==> src/rtl/rlx_pkg.sv <==
package rlx_pkg;
  // Meaning of the top bit of a compressed word
  typedef enum logic [0:0] {
    WK_SAMPLE = 1'b0,
    WK_RUN    = 1'b1
  } word_kind_e;
endpackage

==> src/rtl/rlx_word_decode.sv <==
module rlx_word_decode
  import rlx_pkg::*;
#(
  parameter int WORD_W = 32,
  localparam int PAY_W = WORD_W - 1
) (
  input  logic [WORD_W-1:0] in_word,
  output word_kind_e        kind,
  output logic [PAY_W-1:0]  payload
);
  // The top bit selects the word class, the rest is value or count
  assign kind    = word_kind_e'(in_word[WORD_W-1]);
  assign payload = in_word[PAY_W-1:0];
endmodule

==> src/rtl/rlx_run_ctrl.sv <==
module rlx_run_ctrl
  import rlx_pkg::*;
#(
  parameter int CNT_W = 31
) (
  input  logic             clk,
  input  logic             rst,
  input  logic             in_valid,
  input  word_kind_e       kind,
  input  logic [CNT_W-1:0] count,
  input  logic             slot_free,
  output logic             in_ready,
  output logic             load_new,
  output logic             load_rep,
  output logic             err_lead,
  output logic             err_double
);
  logic [CNT_W-1:0] rem_q;       // copies not yet loaded into the output slot
  logic             have_q;      // a sample has been seen since reset
  logic             last_run_q;  // previous accepted word was a count word
  logic             take, is_run, run_ok, pending, zero_cnt;

  assign pending  = (rem_q != '0);
  assign in_ready = !pending && slot_free;
  assign take     = in_valid && in_ready;
  assign is_run   = (kind == WK_RUN);
  assign zero_cnt = (count == '0);
  assign run_ok   = take && is_run && have_q;
  assign load_new = take && !is_run;
  assign load_rep = (pending && slot_free) || (run_ok && !zero_cnt);

  always_ff @(posedge clk) begin
    if (rst) begin
      rem_q      <= '0;
      have_q     <= 1'b0;
      last_run_q <= 1'b0;
      err_lead   <= 1'b0;
      err_double <= 1'b0;
    end else begin
      // A copy is used up only when the output slot can take it
      if (pending && slot_free)
        rem_q <= rem_q - 1'b1;
      else if (run_ok && !zero_cnt)
        rem_q <= count - 1'b1;

      if (take) begin
        if (!is_run) begin
          have_q     <= 1'b1;
          last_run_q <= 1'b0;
        end else if (!have_q) begin
          err_lead <= 1'b1;
        end else begin
          if (last_run_q)
            err_double <= 1'b1;
          last_run_q <= 1'b1;
        end
      end
    end
  end
endmodule

==> src/rtl/rlx_out_stage.sv <==
module rlx_out_stage #(
  parameter int SAMP_W = 31,
  parameter int IDX_W  = 32
) (
  input  logic              clk,
  input  logic              rst,
  input  logic              load_new,
  input  logic              load_rep,
  input  logic [SAMP_W-1:0] new_sample,
  input  logic              out_ready,
  output logic              slot_free,
  output logic              out_valid,
  output logic [SAMP_W-1:0] out_sample,
  output logic [IDX_W-1:0]  out_index
);
  logic [SAMP_W-1:0] held_q;

  assign slot_free = !out_valid || out_ready;

  always_ff @(posedge clk) begin
    if (rst) begin
      out_valid  <= 1'b0;
      out_sample <= '0;
      out_index  <= '0;
      held_q     <= '0;
    end else begin
      if (out_valid && out_ready)
        out_index <= out_index + 1'b1;
      if (load_new) begin
        out_sample <= new_sample;
        held_q     <= new_sample;
        out_valid  <= 1'b1;
      end else if (load_rep) begin
        out_sample <= held_q;
        out_valid  <= 1'b1;
      end else if (out_ready) begin
        out_valid  <= 1'b0;
      end
    end
  end
endmodule

==> src/rtl/rle_stream_expander.sv <==
module rle_stream_expander
  import rlx_pkg::*;
#(
  parameter int WORD_W = 32,
  parameter int IDX_W  = 32,
  localparam int SAMP_W = WORD_W - 1
) (
  input  logic              clk,
  input  logic              rst,
  input  logic              in_valid,
  output logic              in_ready,
  input  logic [WORD_W-1:0] in_word,
  output logic              out_valid,
  input  logic              out_ready,
  output logic [SAMP_W-1:0] out_sample,
  output logic [IDX_W-1:0]  out_index,
  output logic              err_lead_run,
  output logic              err_double_run
);
  word_kind_e        kind;
  logic [SAMP_W-1:0] payload;
  logic              slot_free, load_new, load_rep;

  rlx_word_decode #(.WORD_W(WORD_W)) u_decode (
    .in_word (in_word),
    .kind    (kind),
    .payload (payload)
  );

  rlx_run_ctrl #(.CNT_W(SAMP_W)) u_ctrl (
    .clk        (clk),
    .rst        (rst),
    .in_valid   (in_valid),
    .kind       (kind),
    .count      (payload),
    .slot_free  (slot_free),
    .in_ready   (in_ready),
    .load_new   (load_new),
    .load_rep   (load_rep),
    .err_lead   (err_lead_run),
    .err_double (err_double_run)
  );

  rlx_out_stage #(.SAMP_W(SAMP_W), .IDX_W(IDX_W)) u_out (
    .clk        (clk),
    .rst        (rst),
    .load_new   (load_new),
    .load_rep   (load_rep),
    .new_sample (payload),
    .out_ready  (out_ready),
    .slot_free  (slot_free),
    .out_valid  (out_valid),
    .out_sample (out_sample),
    .out_index  (out_index)
  );
endmodule

==> config.mk <==
export PLATFORM = sky130hd
export DESIGN_NAME = rle_stream_expander
export DESIGN_NICKNAME = d
export VERILOG_FILES = /design/src/rtl/rlx_pkg.sv /design/src/rtl/rlx_word_decode.sv /design/src/rtl/rlx_run_ctrl.sv /design/src/rtl/rlx_out_stage.sv /design/src/rtl/rle_stream_expander.sv
export SDC_FILE = /design/constraint.sdc
export NUM_CORES = 1
export LEC_CHECK = 0
export BUFFER_PORTS_ARGS = -buffer_cell sky130_fd_sc_hd__buf_2
export CAP_MARGIN = 10
export CORE_AREA = 4 4 156 158
export CTS_CLUSTER_SIZE = 8
export DETAILED_ROUTE_END_ITERATION = 16
export DIE_AREA = 0 0 160 162
export HOLD_SLACK_MARGIN = 0.1
export PLACE_DENSITY = 0.48
export SLEW_MARGIN = 20
export SYNTH_ARGS = -nofsm -noshare
export SYNTH_HDL_FRONTEND = slang
export SYNTH_SLANG_ARGS = --single-unit
export TNS_END_PERCENT = 1
==> constraint.sdc <==
create_clock -name clk -period 12.73 [get_ports clk]
set_input_delay 0.6365 -clock clk [delete_from_list [all_inputs] [get_ports clk]]
set_output_delay 0.6365 -clock clk [all_outputs]
set_load 0.02 [all_outputs]
# Yosys cells after proc, flatten, opt, wreduce, memory -nomap -nowiden
# Cells that the tools add are included.
# classes
reduce_logical	23
addsub	3
eq_ne	1
n_bitwise	2
muxes	9
# ops
operator	count
31-bit 2-to-1 mux	4
31-bit by 1-bit subtractor with 31-bit output, second input constant	2
32-bit by 1-bit adder with 32-bit output, second input constant	1
31-bit zero test	1
31-bit nonzero test	1
1-bit logical AND	8
1-bit 2-to-1 mux	5
1-bit zero test	4
2-bit AND reduction	2
4-bit AND reduction	1
2-bit nonzero test	2
3-bit AND reduction	1
3-bit nonzero test	1
1-bit logical OR	2
2-bit by 1-bit inequality test with 1-bit output, second input constant	1
1-bit inverter	2
# totals
register_bits	130
input_bits	36
out_inout_bits	67
elab_cells	47

# Logic depth before layout (Yosys ltp)
# logic_depth
ltp_word	10
mapped_depth	17
depth_no_buf	12

# By module
# From an unflattened synthesis, not the netlist that was laid out.
# unflattened
cells_unflattened	897
hier_area_um2	7241.9
# modules_own_cells
mod	area_each_um2	cells_per_inst	n_inst	seq_area_each_um2
rlx_out_stage	4016.4	452	1	1901.8
rlx_run_ctrl	2985.4	413	1	700.7
rlx_word_decode	240.2	32	1	0.0

# Worst setup path before layout
# OpenSTA, ideal clock, no wires.
# synth_timing
path_type	register to register
start	register u_ctrl.rem_q[24]
end	register u_ctrl.rem_q[26]
synth_period_minus_slack_ns	5.208
path_stages_with_launch	18
setup_time_ns	0.074
slack_ns	7.522
t_required_ns	12.656
arrival_ns	5.133
path_buffers	5
path_cell_list	dfxtp_1 or3_1 clkbuf_1 or4_1 buf_2 o41ai_4 buf_2 buf_2 buf_2 mux2i_1 ha_1 or3b_1 or4_1 or4_1 mux2i_1 a21oi_2 or4_1 a31oi_1
# synth_via
elab_chain_cells	8
word_cells_on_any_way	11
cone_classes	add/sub (1); mux (1); reduce/logical (9)
# synth_lines
item	line_no	source
from (decl)	rlx_run_ctrl.sv:18	logic [CNT_W-1:0] rem_q;
from (signal assigned)	rlx_run_ctrl.sv:42	rem_q <= rem_q - 1'b1;
from (signal assigned)	rlx_run_ctrl.sv:44	rem_q <= count - 1'b1;
parallel branches: the longest is 8 deep, another holds 31-bit by 1-bit subtractor with 31-bit output	-	
# Parallel ways; which one is timed is not known.
# A chain may end at the register's enable or synchronous reset.

# Worst setup path after layout
# layout_timing
start	register u_ctrl.rem_q[19]
end	register u_ctrl.rem_q[26]
# The elaborated chain is that of the path after synthesis.

==> flow_summary.yaml <==
status:
  status: "finished, final reports clean"
floorplanning:
  rows: 56
  pin_count: 103
  die_area_um2: 25900
  fp.dieW_um: 160
  start_util_pct: 29.2
  die_h_um: 162
  core-area_um2: 23100
placed_design:
  gp_congestion: 0.788
  port_buffers: 102
  pre_cts_slack_ns: 7.49
  dp_hpwl_mm: 14.6
sta:
  worst_pin_slew_ns: 0.924
  fmax_ghz: 0.189
  skew_ns: 0.00946
  postLayoutSetupSlackWorst_ns: 7.44
  finalSetupViolations: 0
  holdWs_ns: 0.451
  finalCriticalPeriod_ns: 5.29
  post-route-period-util_pct: 41.6
  slew_headroom_pct: 37.9
  slew_violations: 0
  setup_tns_ns: 0
  final-hold-violation-count: 0
  rsz0062_at_grt: "no"
critical_path:
  start_kind: "register"
  crit_required_ns: 13.08
  crit_type: "register to register"
  critical_path_arrival_ns: 5.64
  cp-end-kind: "register"
  crit_fanout: 10
clocking:
  ctsHoldBuffers: 0
  postCtsSetupBuffers: 0
  cts_tree: "yes"
  cts_root_buf: "clkbuf_16"
  clk_pin_slew_ns: 0.06
  cts.repair.resized: 0
  clock-sinks: 130
  clockBufferDepth: 2
  clock_latency_ns: 0.43
  tritoncts.num_buffers: 17
  htree_levels: 4
synthesis:
  async_flop_share_pct: 0
  synth_area_um2: 6760
  synthCells: 860
  synth-seq-cells: 130
  yosys.area.top_type_share_pct: 38.5
  synthDistinctLibCells: 67
  synth_flop_cell: "dfxtp_1"
  synthesis.nets: 898
  syn_area_per_cell_um2: 7.86
  yosysWarnings: 0
  synth_enable_flop_cells: 0
  yosys.area.top_type: "dfxtp_1"
  ys_seq_area_share_pct: 38.5
  ys_top_cells_by_area: "dfxtp_1, nand2_1, a21oi_1"
power:
  p_total_uw: 2070
  irDropWorstVdd_v: 0.000109
  p_leak_uw: 0.00306
  power_density_nw_per_um2: 254
layout:
  final_util_pct: 35.3
  finish.net_count: 971
  synthToLayoutAreaGrowth_pct: 20.7
  drive_gt1_share_pct: 19.9
  diodes: 0
grt:
  overflow: 0
  grt_usage_pct: 16.5
  grt_antenna_before_repair: 4
  grt_max_degree: 82
  grt_pass1_wl_mm: 34.6
  grt_pass1_vias: 6328
hold_path:
  min_path_type: "register to register"
drt:
  wl_mm: 21.5
  dr.pass1.iters: 6
  via_count: 6581
  detail_route.wl_per_cell_um: 17.4
  drc: 0
  drt-initial-drc-count: 393
  postRouteAntennaNets: 0
  vias_per_cell: 5.32
job:
  maxCapViolCount: 0
==> sequential cells by signal (all words and copies together), names as in the netlist <==
name               cells
u_out.out_index       32
u_ctrl.rem_q          31
u_out.held_q          31
u_out.out_sample      31
u_ctrl.err_double      1
u_ctrl.err_lead        1
u_ctrl.have_q          1
u_ctrl.last_run_q      1
u_out.out_valid        1
==> cells in the final DEF (no fill, tap or decap), types with 4 or more instances in the layout <==
master	n
or3_1	15
a211oi_1	5
o21ai_0	31
a31oi_1	16
nor3_1	35
xor2_1	21
mux2i_1	16
bufinv_16	5
mux2_2	30
buf_2	101
o21a_1	4
clkbuf_16	17
a2111oi_0	4
buf_4	9
o31ai_1	5
nor2_1	73
and2_1	7
nand3_1	22
o2111ai_1	7
nand4_1	7
dfxtp_1	130
nor4_1	15
a21oi_1	90
and3_1	9
inv_1	8
nand2_1	159
a32oi_1	4
or4_1	12
nand2b_1	4
xnor2_1	4
a311oi_1	7
==> report_power, final <==
| part | switching (uW) | leakage, uW | internal (uW) |
|---|---|---|---|
| logic | 627 | 0.00168 | 350 |
| clock network | 195 | 0.000323 | 364 |
| registers | 63.2 | 0.00105 | 469 |
| total | 886 | 0.00306 | 1180 |
==> cell families (layout without fill, tap and decap cells) <==
family | Yosys count | after routing | synth area share [%]
compound gates | 212 | 212 | 20.2
xor+xnor | 25 | 25 | 3.24
mux | 46 | 46 | 7.37
buf+inv | 65 | 151 | 3.94
flops | 130 | 130 | 38.5
simple gates | 380 | 380 | 26.3
fa+ha+maj | 2 | 2 | 0.370
==> synth_stat cells, types with 4 or more instances <==
library cell,n
nor3_1,35
mux2_2,30
nand2_1,159
a311oi_1,7
a32oi_1,4
nand3_1,22
xor2_1,21
o31ai_1,5
a211oi_1,5
or3_1,15
and2_1,7
buf_2,12
nor2b_1,4
inv_1,8
clkbuf_1,39
o21ai_0,31
o2111ai_1,7
mux2i_1,16
nand4_1,7
nor4_1,15
a21oi_1,90
nor2_1,74
o21a_1,4
a31oi_1,16
xnor2_1,4
dfxtp_1,130
a2111oi_0,4
buf_1,4
and3_1,9
nand2b_1,5
or4_1,12
==> final cells by class <==
class,count,area (um2)
tap,290,363
sequential,130,2600
fill,2451,15000
multi-input combinational,665,3910
clock inverter,12,201
timing repair buffer,110,573
clock buffer,20,467
inverter,9,33.8
==> through the flow <==
stage	cells	cell area [um2]
3_5_place_dp	1204	7490
2_1_floorplan	860	6760
5_1_grt	1236	8150
6_report	1236	8150
4_1_cts	1236	8150
3_3_place_gp	1204	7490
==> metal layers <==
metal / wire [um] / part of all wire [%] / GRT usage, %
met2: 10200 / 47 / 27.8
met3: 1270 / 5.9 / 4.87
met5: 47 / 0.22 / 0
met4: 392 / 1.8 / 5.36
met1: 9630 / 45 / 20.3
==> final timing paths <==
kind,slack (ns),cells past startpoint,end,start
worst max-delay path,7.44,12,u_ctrl.rem_q[26],u_ctrl.rem_q[19]
worst min-delay path,0.45,2,u_out.held_q[8],u_out.held_q[8]
worst max register to register,7.44,12,u_ctrl.rem_q[26],u_ctrl.rem_q[19]
worst min register to register,0.45,2,u_out.held_q[8],u_out.held_q[8]
==> worst max-delay path, stage by stage, from the launching register on <==
cell and delay (ns):
dfxtp_1 0.37, or4_1 0.62, or3_1 0.44, o41ai_4 0.67
mux2i_1 0.31, ha_1 0.26, or3b_1 0.42, or4_1 0.56
or4_1 0.48, mux2i_1 0.28, a21oi_2 0.16, or4_1 0.49
a31oi_1 0.16
(Power assumes the default switching activity.)
